===== config.mk =====
export PLATFORM = sky130hd
export DESIGN_NAME = cfg_i2c_regbank
export DESIGN_NICKNAME = d
export VERILOG_FILES = /design/src/rtl/cfg_i2c_pkg.sv /design/src/rtl/cfg_line_filter.sv /design/src/rtl/cfg_i2c_engine.sv /design/src/rtl/cfg_reg_file.sv /design/src/rtl/cfg_i2c_regbank.sv
export SDC_FILE = /design/constraint.sdc
export NUM_CORES = 1
export LEC_CHECK = 0
export ABC_AREA = 1
export BUFFER_PORTS_ARGS = -buffer_cell sky130_fd_sc_hd__buf_2
export CAP_MARGIN = 40
export CORE_UTILIZATION = 45
export CTS_BUF_LIST = sky130_fd_sc_hd__clkbuf_16
export DETAILED_ROUTE_END_ITERATION = 8
export PLACE_DENSITY = 0.61
export RECOVER_POWER = 100
export SLEW_MARGIN = 40
export SYNTH_ARGS = -nofsm -noshare
export SYNTH_HDL_FRONTEND = slang
export SYNTH_SLANG_ARGS = --single-unit

===== constraint.sdc =====
create_clock -name clk -period 2.4 [get_ports clk]
set_input_delay 0.12 -clock clk [delete_from_list [all_inputs] [get_ports clk]]
set_output_delay 0.12 -clock clk [all_outputs]
set_load 0.05 [all_outputs]

===== src/rtl/cfg_i2c_pkg.sv =====
package cfg_i2c_pkg;

  localparam logic [3:0] DEV_ADDR_HI  = 4'b1011;
  localparam logic [7:0] DEV_ID_BYTE  = 8'h51;
  localparam int unsigned LAST_IDX    = 4;

  typedef enum logic [2:0] {
    ST_IDLE,
    ST_ADDR,
    ST_ACK_ADDR,
    ST_WDATA,
    ST_ACK_W,
    ST_RDATA,
    ST_ACK_R
  } tgt_state_e;

  typedef struct packed {
    logic       standby;
    logic [1:0] port_sel;
    logic [2:0] prio_sel;
    logic       input_kind;
    logic [2:0] eq_code;
    logic [1:0] tmr_src;
    logic       t3_sel;
    logic       t4_sel;
    logic       t1_sel;
    logic       term_mode;
    logic [2:0] preemph;
    logic [1:0] swing;
    logic       slew_opt;
    logic       hp_invert;
    logic       ddc_passive;
    logic       imm_switch;
  } cfg_fields_t;

endpackage


===== src/rtl/cfg_line_filter.sv =====
module cfg_line_filter #(
  parameter int unsigned SYNC_STAGES = 2,
  parameter int unsigned FILT_LEN    = 3
) (
  input  logic clk,
  input  logic rst_n,
  input  logic raw,
  output logic filt
);

  logic [SYNC_STAGES-1:0] sync_q;
  logic [FILT_LEN-1:0]    hist_q;
  logic                   filt_q;
  logic                   filt_n;

  always_comb begin
    filt_n = filt_q;
    if (&hist_q)       filt_n = 1'b1;
    else if (~|hist_q) filt_n = 1'b0;
  end

  always_ff @(posedge clk or negedge rst_n) begin
    if (!rst_n) begin
      sync_q <= '1;
      hist_q <= '1;
      filt_q <= 1'b1;
    end else begin
      sync_q <= {sync_q[SYNC_STAGES-2:0], raw};
      hist_q <= {hist_q[FILT_LEN-2:0], sync_q[SYNC_STAGES-1]};
      filt_q <= filt_n;
    end
  end

  assign filt = filt_q;

endmodule


===== src/rtl/cfg_i2c_engine.sv =====
module cfg_i2c_engine
  import cfg_i2c_pkg::*;
#(
  parameter int unsigned IDX_W = 8
) (
  input  logic             clk,
  input  logic             rst_n,
  input  logic             scl_f,
  input  logic             sda_f,
  input  logic [1:0]       addr_strap,
  input  logic [7:0]       rd_data,
  output logic [IDX_W-1:0] ptr,
  output logic             wr_en,
  output logic [IDX_W-1:0] wr_idx,
  output logic [7:0]       wr_data,
  output logic             sda_oe,
  output tgt_state_e       state
);

  localparam int unsigned CNT_W = 4;
  localparam logic [CNT_W-1:0] BYTE_BITS = CNT_W'(8);

  logic             scl_q, sda_q;
  tgt_state_e       st_q, st_n;
  logic [CNT_W-1:0] cnt_q, cnt_n;
  logic [7:0]       sh_q, sh_n;
  logic [IDX_W-1:0] ptr_q, ptr_n;
  logic             first_q, first_n;
  logic             rw_q, rw_n;
  logic             nack_q, nack_n;
  logic             oe_q, oe_n;

  logic       scl_rise, scl_fall, start_ev, stop_ev;
  logic [6:0] dev_addr;

  assign scl_rise = scl_f & ~scl_q;
  assign scl_fall = ~scl_f & scl_q;
  assign start_ev = scl_f & scl_q & sda_q & ~sda_f;
  assign stop_ev  = scl_f & scl_q & ~sda_q & sda_f;
  assign dev_addr = {DEV_ADDR_HI, addr_strap[1], addr_strap[0], 1'b1};

  always_comb begin
    st_n    = st_q;
    cnt_n   = cnt_q;
    sh_n    = sh_q;
    ptr_n   = ptr_q;
    first_n = first_q;
    rw_n    = rw_q;
    nack_n  = nack_q;
    oe_n    = oe_q;
    wr_en   = 1'b0;
    if (start_ev) begin
      st_n  = ST_ADDR;
      cnt_n = '0;
      oe_n  = 1'b0;
    end else if (stop_ev) begin
      st_n = ST_IDLE;
      oe_n = 1'b0;
    end else begin
      unique case (st_q)
        ST_IDLE: ;
        ST_ADDR: begin
          if (scl_rise) begin
            sh_n  = {sh_q[6:0], sda_f};
            cnt_n = cnt_q + 1'b1;
          end else if (scl_fall && cnt_q == BYTE_BITS) begin
            if (sh_q[7:1] == dev_addr) begin
              oe_n = 1'b1;
              rw_n = sh_q[0];
              st_n = ST_ACK_ADDR;
            end else begin
              st_n = ST_IDLE;
            end
          end
        end
        ST_ACK_ADDR: begin
          if (scl_fall) begin
            cnt_n = '0;
            if (rw_q) begin
              sh_n = rd_data;
              oe_n = ~rd_data[7];
              st_n = ST_RDATA;
            end else begin
              oe_n    = 1'b0;
              first_n = 1'b1;
              st_n    = ST_WDATA;
            end
          end
        end
        ST_WDATA: begin
          if (scl_rise) begin
            sh_n  = {sh_q[6:0], sda_f};
            cnt_n = cnt_q + 1'b1;
          end else if (scl_fall && cnt_q == BYTE_BITS) begin
            oe_n  = 1'b1;
            cnt_n = '0;
            st_n  = ST_ACK_W;
            if (first_q) begin
              ptr_n   = IDX_W'(sh_q);
              first_n = 1'b0;
            end else begin
              wr_en = 1'b1;
              ptr_n = ptr_q + 1'b1;
            end
          end
        end
        ST_ACK_W: begin
          if (scl_fall) begin
            oe_n  = 1'b0;
            cnt_n = '0;
            st_n  = ST_WDATA;
          end
        end
        ST_RDATA: begin
          if (scl_rise) begin
            cnt_n = cnt_q + 1'b1;
          end else if (scl_fall) begin
            if (cnt_q == BYTE_BITS) begin
              oe_n  = 1'b0;
              ptr_n = ptr_q + 1'b1;
              st_n  = ST_ACK_R;
            end else begin
              sh_n = {sh_q[6:0], 1'b0};
              oe_n = ~sh_q[6];
            end
          end
        end
        ST_ACK_R: begin
          if (scl_rise) begin
            nack_n = sda_f;
          end else if (scl_fall) begin
            if (nack_q) begin
              st_n = ST_IDLE;
            end else begin
              sh_n  = rd_data;
              oe_n  = ~rd_data[7];
              cnt_n = '0;
              st_n  = ST_RDATA;
            end
          end
        end
        default: st_n = ST_IDLE;
      endcase
    end
  end

  always_ff @(posedge clk or negedge rst_n) begin
    if (!rst_n) begin
      scl_q   <= 1'b1;
      sda_q   <= 1'b1;
      st_q    <= ST_IDLE;
      cnt_q   <= '0;
      sh_q    <= '0;
      ptr_q   <= '0;
      first_q <= 1'b0;
      rw_q    <= 1'b0;
      nack_q  <= 1'b0;
      oe_q    <= 1'b0;
    end else begin
      scl_q   <= scl_f;
      sda_q   <= sda_f;
      st_q    <= st_n;
      cnt_q   <= cnt_n;
      sh_q    <= sh_n;
      ptr_q   <= ptr_n;
      first_q <= first_n;
      rw_q    <= rw_n;
      nack_q  <= nack_n;
      oe_q    <= oe_n;
    end
  end

  assign ptr     = ptr_q;
  assign wr_idx  = ptr_q;
  assign wr_data = sh_q;
  assign sda_oe  = oe_q;
  assign state   = st_q;

endmodule


===== src/rtl/cfg_reg_file.sv =====
module cfg_reg_file
  import cfg_i2c_pkg::*;
#(
  parameter int unsigned IDX_W = 8
) (
  input  logic             clk,
  input  logic             rst_n,
  input  logic             wr_en,
  input  logic [IDX_W-1:0] wr_idx,
  input  logic [7:0]       wr_data,
  input  logic [IDX_W-1:0] rd_idx,
  input  logic             hp1_lvl,
  input  logic             hp2_lvl,
  output logic [7:0]       rd_data,
  output cfg_fields_t      cfg
);

  localparam int unsigned NUM_RW = 3;
  localparam logic [NUM_RW-1:0][7:0] WMASK = {8'hFE, 8'hFF, 8'hFE};
  localparam logic [IDX_W-1:0] IDX_ID  = IDX_W'(3);
  localparam logic [IDX_W-1:0] IDX_HPS = IDX_W'(LAST_IDX);

  logic [7:0] rw_q [NUM_RW];
  logic [3:0] hps_hi_q;
  logic       hps_hit;

  for (genvar g = 0; g < NUM_RW; g++) begin : g_rw
    logic hit;
    assign hit = wr_en && (wr_idx == IDX_W'(g));
    always_ff @(posedge clk or negedge rst_n) begin
      if (!rst_n)   rw_q[g] <= '0;
      else if (hit) rw_q[g] <= wr_data & WMASK[g];
    end
  end

  assign hps_hit = wr_en && (wr_idx == IDX_HPS);

  always_ff @(posedge clk or negedge rst_n) begin
    if (!rst_n)       hps_hi_q <= '0;
    else if (hps_hit) hps_hi_q <= wr_data[7:4];
  end

  always_comb begin
    rd_data = 8'h00;
    if (rd_idx < IDX_W'(NUM_RW))  rd_data = rw_q[rd_idx[1:0]];
    else if (rd_idx == IDX_ID)    rd_data = DEV_ID_BYTE;
    else if (rd_idx == IDX_HPS)   rd_data = {hps_hi_q, hp2_lvl, 1'b0, hp1_lvl, 1'b0};
  end

  always_comb begin
    cfg.standby     = rw_q[0][7];
    cfg.port_sel    = rw_q[0][6:5];
    cfg.prio_sel    = rw_q[0][4:2];
    cfg.input_kind  = rw_q[0][1];
    cfg.eq_code     = rw_q[1][7:5];
    cfg.tmr_src     = rw_q[1][4:3];
    cfg.t3_sel      = rw_q[1][2];
    cfg.t4_sel      = rw_q[1][1];
    cfg.t1_sel      = rw_q[1][0];
    cfg.term_mode   = rw_q[2][7];
    cfg.preemph     = rw_q[2][6:4];
    cfg.swing       = rw_q[2][3:2];
    cfg.slew_opt    = rw_q[2][1];
    cfg.hp_invert   = hps_hi_q[3];
    cfg.ddc_passive = hps_hi_q[2];
    cfg.imm_switch  = hps_hi_q[1];
  end

endmodule


===== src/rtl/cfg_i2c_regbank.sv =====
module cfg_i2c_regbank
  import cfg_i2c_pkg::*;
#(
  parameter int unsigned FILT_LEN    = 3,
  parameter int unsigned SYNC_STAGES = 2,
  parameter int unsigned IDX_W       = 8
) (
  input  logic       clk,
  input  logic       rst_n,
  input  logic       scl_i,
  input  logic       sda_i,
  output logic       sda_oe,
  input  logic [1:0] addr_strap,
  input  logic       hp1_lvl,
  input  logic       hp2_lvl,
  output logic       standby,
  output logic [1:0] port_sel,
  output logic [2:0] prio_sel,
  output logic       input_kind,
  output logic [2:0] eq_code,
  output logic [1:0] tmr_src,
  output logic       t3_sel,
  output logic       t4_sel,
  output logic       t1_sel,
  output logic       term_mode,
  output logic [2:0] preemph,
  output logic [1:0] swing,
  output logic       slew_opt,
  output logic       hp_invert,
  output logic       ddc_passive,
  output logic       imm_switch
);

  localparam int unsigned NUM_LINES = 2;

  logic                 rst_meta_q, core_rst_n;
  logic [NUM_LINES-1:0] line_raw, line_filt;
  logic                 scl_f, sda_f;
  logic [IDX_W-1:0]     ptr, wr_idx;
  logic                 wr_en;
  logic [7:0]           wr_data, rd_data;
  tgt_state_e           state;
  cfg_fields_t          cfg;

  always_ff @(posedge clk or negedge rst_n) begin
    if (!rst_n) begin
      rst_meta_q <= 1'b0;
      core_rst_n <= 1'b0;
    end else begin
      rst_meta_q <= 1'b1;
      core_rst_n <= rst_meta_q;
    end
  end

  assign line_raw = {sda_i, scl_i};

  for (genvar l = 0; l < NUM_LINES; l++) begin : g_line
    cfg_line_filter #(
      .SYNC_STAGES(SYNC_STAGES),
      .FILT_LEN   (FILT_LEN)
    ) u_filt (
      .clk  (clk),
      .rst_n(core_rst_n),
      .raw  (line_raw[l]),
      .filt (line_filt[l])
    );
  end

  assign scl_f = line_filt[0];
  assign sda_f = line_filt[1];

  cfg_i2c_engine #(.IDX_W(IDX_W)) u_eng (
    .clk       (clk),
    .rst_n     (core_rst_n),
    .scl_f     (scl_f),
    .sda_f     (sda_f),
    .addr_strap(addr_strap),
    .rd_data   (rd_data),
    .ptr       (ptr),
    .wr_en     (wr_en),
    .wr_idx    (wr_idx),
    .wr_data   (wr_data),
    .sda_oe    (sda_oe),
    .state     (state)
  );

  cfg_reg_file #(.IDX_W(IDX_W)) u_regs (
    .clk    (clk),
    .rst_n  (core_rst_n),
    .wr_en  (wr_en),
    .wr_idx (wr_idx),
    .wr_data(wr_data),
    .rd_idx (ptr),
    .hp1_lvl(hp1_lvl),
    .hp2_lvl(hp2_lvl),
    .rd_data(rd_data),
    .cfg    (cfg)
  );

  assign standby     = cfg.standby;
  assign port_sel    = cfg.port_sel;
  assign prio_sel    = cfg.prio_sel;
  assign input_kind  = cfg.input_kind;
  assign eq_code     = cfg.eq_code;
  assign tmr_src     = cfg.tmr_src;
  assign t3_sel      = cfg.t3_sel;
  assign t4_sel      = cfg.t4_sel;
  assign t1_sel      = cfg.t1_sel;
  assign term_mode   = cfg.term_mode;
  assign preemph     = cfg.preemph;
  assign swing       = cfg.swing;
  assign slew_opt    = cfg.slew_opt;
  assign hp_invert   = cfg.hp_invert;
  assign ddc_passive = cfg.ddc_passive;
  assign imm_switch  = cfg.imm_switch;

endmodule


==> results.cfg, run 1 <==
[outcome]
run_status = finished with violations
violations = max-capacitance violations, max-slew violations

[detailed_routing]
wl_um = 9830
wire_per_inst_um = 15.2
antenna_left = 0
drt-pass1-iter-count = 5
drc = 0
vias_per_cell = 5.34
route.vias.total = 3452
drt_iter0_drc = 190

[floorplan]
core_area_mm2 = 0.00777
die_w_um = 91.8
die_h_um = 91.8
num_rows = 32
die_area_mm2 = 0.00842
initial_core_util_pct = 46.7
io_pins = 34

[hold_path]
worstHoldPathType = input pin to async pin

[critical_path]
slowest_delay_ns = 0.55
worst_r2r_startpoint = u_eng.scl_q$_DFF_PN1_
worstSetupEndpointType = register
path_class = register to register
slowest_stage = dfstp_2
critPathTopFamily = simple AND/OR/NAND/NOR gates
worst-path-buf-inv = 1
path_cells = nand2_1 -> inv_1 -> nand2_1 -> nor3_2 -> nand3_1 -> o21ai_0
cp.arrival_ns = 2.35
cp_max_fo = 14
cp-start-kind = register
critPathRequiredTime_ns = 2.64
crit_path_frequent_cell = nand2_1
startpoint = u_eng.scl_q$_DFF_PN1_

[timing]
final.setup.tns_ns = 0
min_period_ns = 2.11
slew_viol_final = 32
rsz0062_at_grt = false
finalHoldViolations = 0
skew_ns = 0.00623
final-setup-viol-count = 0
max_freq_mhz = 474
max-slew-margin-rel_pct = -8.96
worst_slew_pin_slew_ns = 1.63
whs_ns = 0.0842
period_share_pct = 87.9

[logic_synthesis]
postSynthCellCount = 489
synthesis.area_mm2 = 0.00363
avgSynthCellArea_um2 = 7.42
yosys_warnings = 0
yosysUniqueCellTypes = 27
ys_seq_area_share_pct = 48.1
synth_fp_nets = 503
synth_seq_cells = 69

[place]
dp_hpwl_um = 7300
port_buffers = 33
gp_congestion = 0.927

[global_routing]
grt_usage_pct = 26.0
first_global_vias = 3319
antenna_found_initial = 0
overflow = 0
grt_pass1_wl_um = 16700
grt_max_degree = 37

[power_and_ir_drop]
leakagePower_nw = 2.00
cellPowerDensity_mw_per_mm2 = 776
peakVddDrop_uv = 337
power.total_mw = 3.29

[final_layout]
nNetsFinal = 553
regArea_mm2 = 0.00175
multi_input_area_mm2 = 0.00168
area_growth_pct = 17.0
diodes = 0
fillers = 777
drive_gt1_share_pct = 8.64

[clock_network]
cts_resized = 0
clk_path_buf_depth = 2
cts.sinks = 69
clkLatencyLatePin_ns = 0.34
h-tree-depth = 3
cts_tree = done
clkTransAtPathRegs_ns = 0.07
cts_root_buffer = clkbuf_16
cts_buffers = 9

[flow_run]
maxCapViolations = 1
[area by class of cell]
| type | instances | share of cell area [%] |
|---|---|---|
| repair buffers | 46 | 5.28 |
| flip-flops and latches | 69 | 41.1 |
| multi-input cells | 369 | 39.6 |
| clock buffers | 9 | 5.31 |
| inverters | 44 | 3.89 |
| well taps | 102 | 3.01 |
| clock inverters | 7 | 1.80 |
[cells in the final DEF, fill, tap and decap left out, types with 3 or more instances in the layout]
cell / n
clkbuf_16: 9
clkinv_1: 3
inv_2: 3
dfstp_1: 6
dlygate4sd3_1: 3
clkbuf_1: 29
dfrtp_1: 54
nor3_1: 5
nand3_1: 34
o21ai_0: 62
ha_1: 6
buf_4: 6
o21ai_1: 6
a21oi_1: 20
o211ai_1: 4
buf_2: 6
nand4_1: 5
inv_1: 38
nand2_1: 159
nor2_1: 55
dfstp_2: 8
inv_8: 3
[cell usage after synthesis]
library cell | number | area share [%]
nand2_1 | 159 | 16
dfrtp_1 | 55 | 38
nor2_1 | 53 | 5.5
o21ai_1 | 36 | 5.0
inv_1 | 35 | 3.6
nand3_1 | 34 | 4.7
o21ai_0 | 32 | 4.4
a21oi_1 | 20 | 2.8
dfstp_2 | 14 | 10
buf_2 | 6 | 0.83
ha_1 | 6 | 2.1
inv_2 | 6 | 0.62
nand4_1 | 5 | 0.86
nor3_1 | 5 | 0.69
o211ai_1 | 4 | 0.83
clkinv_1 | 3 | 0.31
nor2_2 | 3 | 0.52
nand3_2 | 2 | 0.55
xnor2_1 | 2 | 0.48
xor2_1 | 2 | 0.48
a22oi_1 | 1 | 0.21
clkbuf_1 | 1 | 0.10
conb_1 | 1 | 0.10
nor3_2 | 1 | 0.28
o2111ai_1 | 1 | 0.24
o22ai_1 | 1 | 0.17
or2_2 | 1 | 0.17
[what timing repair did]
item / 4_1_cts / 5_1_grt
setup buffers: 0 / 0
endpoints found under the hold margin: 4 / 0
hold buffers: 3 / 0
[stage by stage]
step / instances / cell area [um^2] / utilization [%] / setup slack (ns)
finish: 646 / 4240 / 54.6 / 0.289
global route: 646 / 4240 / 54.6 / 0.0434
CTS: 646 / 4290 / 55.3 / 0.329
detailed placement: 627 / 3960 / 51.0 / 0.340
global placement: 627 / 3960 / 51.0 / 0.437
floorplan: 489 / 3630 / - / 0.361
[sequential cells by signal, summed over array words and instances, names as in the netlist]
register	flops
u_regs.cfg	22
u_eng.ptr	8
u_eng.wr_data	8
g_line.u_filt.hist_q	6
g_line.u_filt.sync_q	4
u_eng.cnt_q	4
u_regs.hps_hi_q	4
u_eng.state	3
g_line.u_filt.filt	2
core_rst_n	1
rst_meta_q	1
u_eng.first_q	1
u_eng.nack_q	1
u_eng.rw_q	1
u_eng.scl_q	1
u_eng.sda_oe	1
u_eng.sda_q	1
[worst paths after layout]
kind / endpoint / slack (ns) / cells after the start
hold / removal: rst_meta_q$_DFF_PN0_ / 0.08 / 2
setup / recovery: u_regs.cfg[7]$_DFFE_PN0P_ / 0.29 / 6
min in group clk: u_eng.wr_data[1]$_DFFE_PN0P_ / 0.19 / 5
hold reg to reg: g_line[0].u_filt.sync_q[1]$_DFF_PN1_ / 0.36 / 0
max in group asynchronous: u_eng.ptr[4]$_DFFE_PN0P_ / 0.67 / 1
setup reg to reg: u_regs.cfg[7]$_DFFE_PN0P_ / 0.29 / 6
[power breakdown]
part	leakage, nW	total [mW]	switching, mW	internal (mW)
Sequential	0.877	1.34	0.0902	1.25
Clock	0.149	1.33	0.590	0.739
Combinational	0.977	0.622	0.460	0.162
[cell families (layout without fill, tap and decap cells)]
logic type	count (synthesis)	count (layout)	share of synthesized area, %
buffers and inverters	51	106	5.48
AO/OA/AOI/OAI	95	95	13.6
other	1	1	0.103
AND/OR/NAND/NOR	263	263	29.7
flip-flops	69	69	48.1
XOR/XNOR	4	4	0.966
adder cells (fa/ha/maj)	6	6	2.07
[metal layers]
metal | GRT usage [%] | vias to the layer above | wire (um)
met4 | 14.2 | 0 | 434
met2 | 38.0 | 105 | 4400
met1 | 35.9 | 1628 | 4540
li1 | - | 1690 | -
met3 | 5.64 | 29 | 453
met5 | 0 | - | 0
Note: power is estimated with default switching activity, not from simulation.
==> run 2, diff against run 1 <==
--- a/config.mk
+++ b/config.mk
@@ -8,6 +8,7 @@
 export ABC_AREA = 1
 export BUFFER_PORTS_ARGS = -buffer_cell sky130_fd_sc_hd__buf_2
 export CAP_MARGIN = 40
+export CORE_MARGIN = 2
 export CORE_UTILIZATION = 45
 export CTS_BUF_LIST = sky130_fd_sc_hd__clkbuf_16
 export DETAILED_ROUTE_END_ITERATION = 8
@@ -17,3 +18,4 @@
 export SYNTH_ARGS = -nofsm -noshare
 export SYNTH_HDL_FRONTEND = slang
 export SYNTH_SLANG_ARGS = --single-unit
+export TNS_END_PERCENT = 5
==> run 2 against run 1 <==
- the flow now finishes without violations
- power is 1.2% lower
- global-route usage decreased by 1.2 points
- die area is 4.4% higher
- register-to-register slack got worse by 0.06 ns
- critical path depth is 1 higher
- combinational power up 1%
- worst setup slack lost 0.065 ns
- utilization is 0.23 points lower
- sequential power hardly changed
- clock-buffer cell count unchanged
- first-iteration DRC count decreased by 22%
- critical endpoint is now u_regs.cfg[6]$_DFFE_PN0P_
==> results.cfg, run 2 (same netlist as run 1, synthesis figures left out) <==
[detailed_routing]
drt-pass1-iter-count = 5
wire_per_inst_um = 15.6
vias_per_cell = 5.34
wl_um = 10000
route.vias.total = 3437
drt_iter0_drc = 149
antenna_left = 0
drc = 0

[clock_network]
cts_root_buffer = clkbuf_16
h-tree-depth = 3
cts_hold_buf = 3
clk_path_buf_depth = 2
cts.sinks = 69
clkTransAtPathRegs_ns = 0.06
cts_resized = 0
cts_buffers = 9
clkLatencyLatePin_ns = 0.32
cts_tree = done
post_cts_buffers = 0

[timing]
worst_slew_pin_slew_ns = 1.43
skew_ns = 0.00614
max_freq_mhz = 460
max-slew-margin-rel_pct = 4.96
final.setup.tns_ns = 0
min_period_ns = 2.18
rsz0062_at_grt = false
slew_viol_final = 0
finalHoldViolations = 0
final-setup-viol-count = 0
whs_ns = 0.112
period_share_pct = 90.6

[global_routing]
grt_busiest_layer = met2
first_global_vias = 3316
grt_pass1_wl_um = 16600
grt_max_degree = 35
globalRouteMet1Util_pct = 31.1
antenna_found_initial = 0
grt_usage_pct = 24.8
grt_use_met2_pct = 42.1
overflow = 0
grt_use_met3_pct = 3.93

[floorplan]
core_area_mm2 = 0.00777
die_w_um = 93.8
num_rows = 32
die_area_mm2 = 0.00879
die_h_um = 93.8
initial_core_util_pct = 46.7
io_pins = 34

[final_layout]
drive_gt1_share_pct = 7.38
multi_input_area_mm2 = 0.00168
largest_reg_flops = 22
final_util_pct = 54.4
area_growth_pct = 16.5
regArea_mm2 = 0.00174
mostFrequentLayoutCells = 159 x nand2_1, 56 x o21ai_0, 55 x nor2_1, 55 x dfrtp_1, 40 x inv_1
fillers = 801
nNetsFinal = 551
final_common_cell = nand2_1
diodes = 0

[place]
dp_hpwl_um = 7400
port_buffers = 33
gp_congestion = 0.963

[critical_path]
cp.arrival_ns = 2.37
slowest_delay_ns = 0.54
cp-start-kind = register
slowest_stage = dfstp_2
worst_r2r_startpoint = u_eng.scl_q$_DFF_PN1_
worstSetupEndpointType = register
critPathRequiredTime_ns = 2.59
path_cells = nand2_1 -> inv_1 -> nand2_1 -> nor3_2 -> nand3_1 -> nand2_1 -> o21ai_0
critPathTopFamily = simple AND/OR/NAND/NOR gates
crit_path_frequent_cell = nand2_1
path_class = register to register
cp_max_fo = 14
worst-path-buf-inv = 1
startpoint = u_eng.scl_q$_DFF_PN1_

[hold_path]
worstHoldPathType = input pin to async pin

[power_and_ir_drop]
cellPowerDensity_mw_per_mm2 = 770
leakagePower_nw = 1.99
peakVddDrop_uv = 401
power.total_mw = 3.25

[outcome]
run_status = completed

[flow_run]
maxCapViolations = 0
## run 2: changes by cell type in the layout (fill, tap and decap cells not counted), sizes merged
cell	change
clkbuf	-1
clkinvlp	+2
inv	-3
buf	-1
bufinv	+1
## run 2: final cells by class
class | count | area share (%)
well taps | 102 | 3.02
clock buffers | 9 | 5.33
flip-flops and latches | 69 | 41.3
multi-input cells | 369 | 39.7
inverters | 44 | 3.91
clock inverters | 7 | 1.42
repair buffers | 44 | 5.30
## run 2: where the power goes
part / switching [mW] / internal, mW / total, mW / leakage (nW)
logic: 0.468 / 0.163 / 0.631 / 0.970
registers: 0.0915 / 1.25 / 1.34 / 0.878
clock network: 0.490 / 0.789 / 1.28 / 0.139
## run 2: path summary, 6_finish.rpt
kind | to | slack [ns] | depth (start not counted)
setup reg to reg | u_regs.cfg[6]$_DFFE_PN0P_ | 0.22 | 7
hold reg to reg | g_line[1].u_filt.sync_q[1]$_DFF_PN1_ | 0.36 | 0
setup / recovery | u_regs.cfg[6]$_DFFE_PN0P_ | 0.22 | 7
min in group clk | u_eng.wr_data[1]$_DFFE_PN0P_ | 0.19 | 5
max in group asynchronous | u_eng.wr_data[4]$_DFFE_PN0P_ | 0.96 | 0
hold / removal | rst_meta_q$_DFF_PN0_ | 0.11 | 2
## run 2: metal layers
| metal | up-vias | share of wire, % |
|---|---|---|
| met5 | - | 0 |
| met4 | 0 | 3.4 |
| met3 | 23 | 4.7 |
| met2 | 108 | 50 |
| met1 | 1621 | 42 |
| li1 | 1685 | - |
## run 2: through the flow
step                worst slack, ns  cell area, um^2  std cells
floorplan                     0.361             3630        489
global placement              0.299             3960        625
detailed placement            0.280             3960        625
CTS                           0.247             4280        644
global route                 0.0360             4230        644
finish                        0.225             4230        644
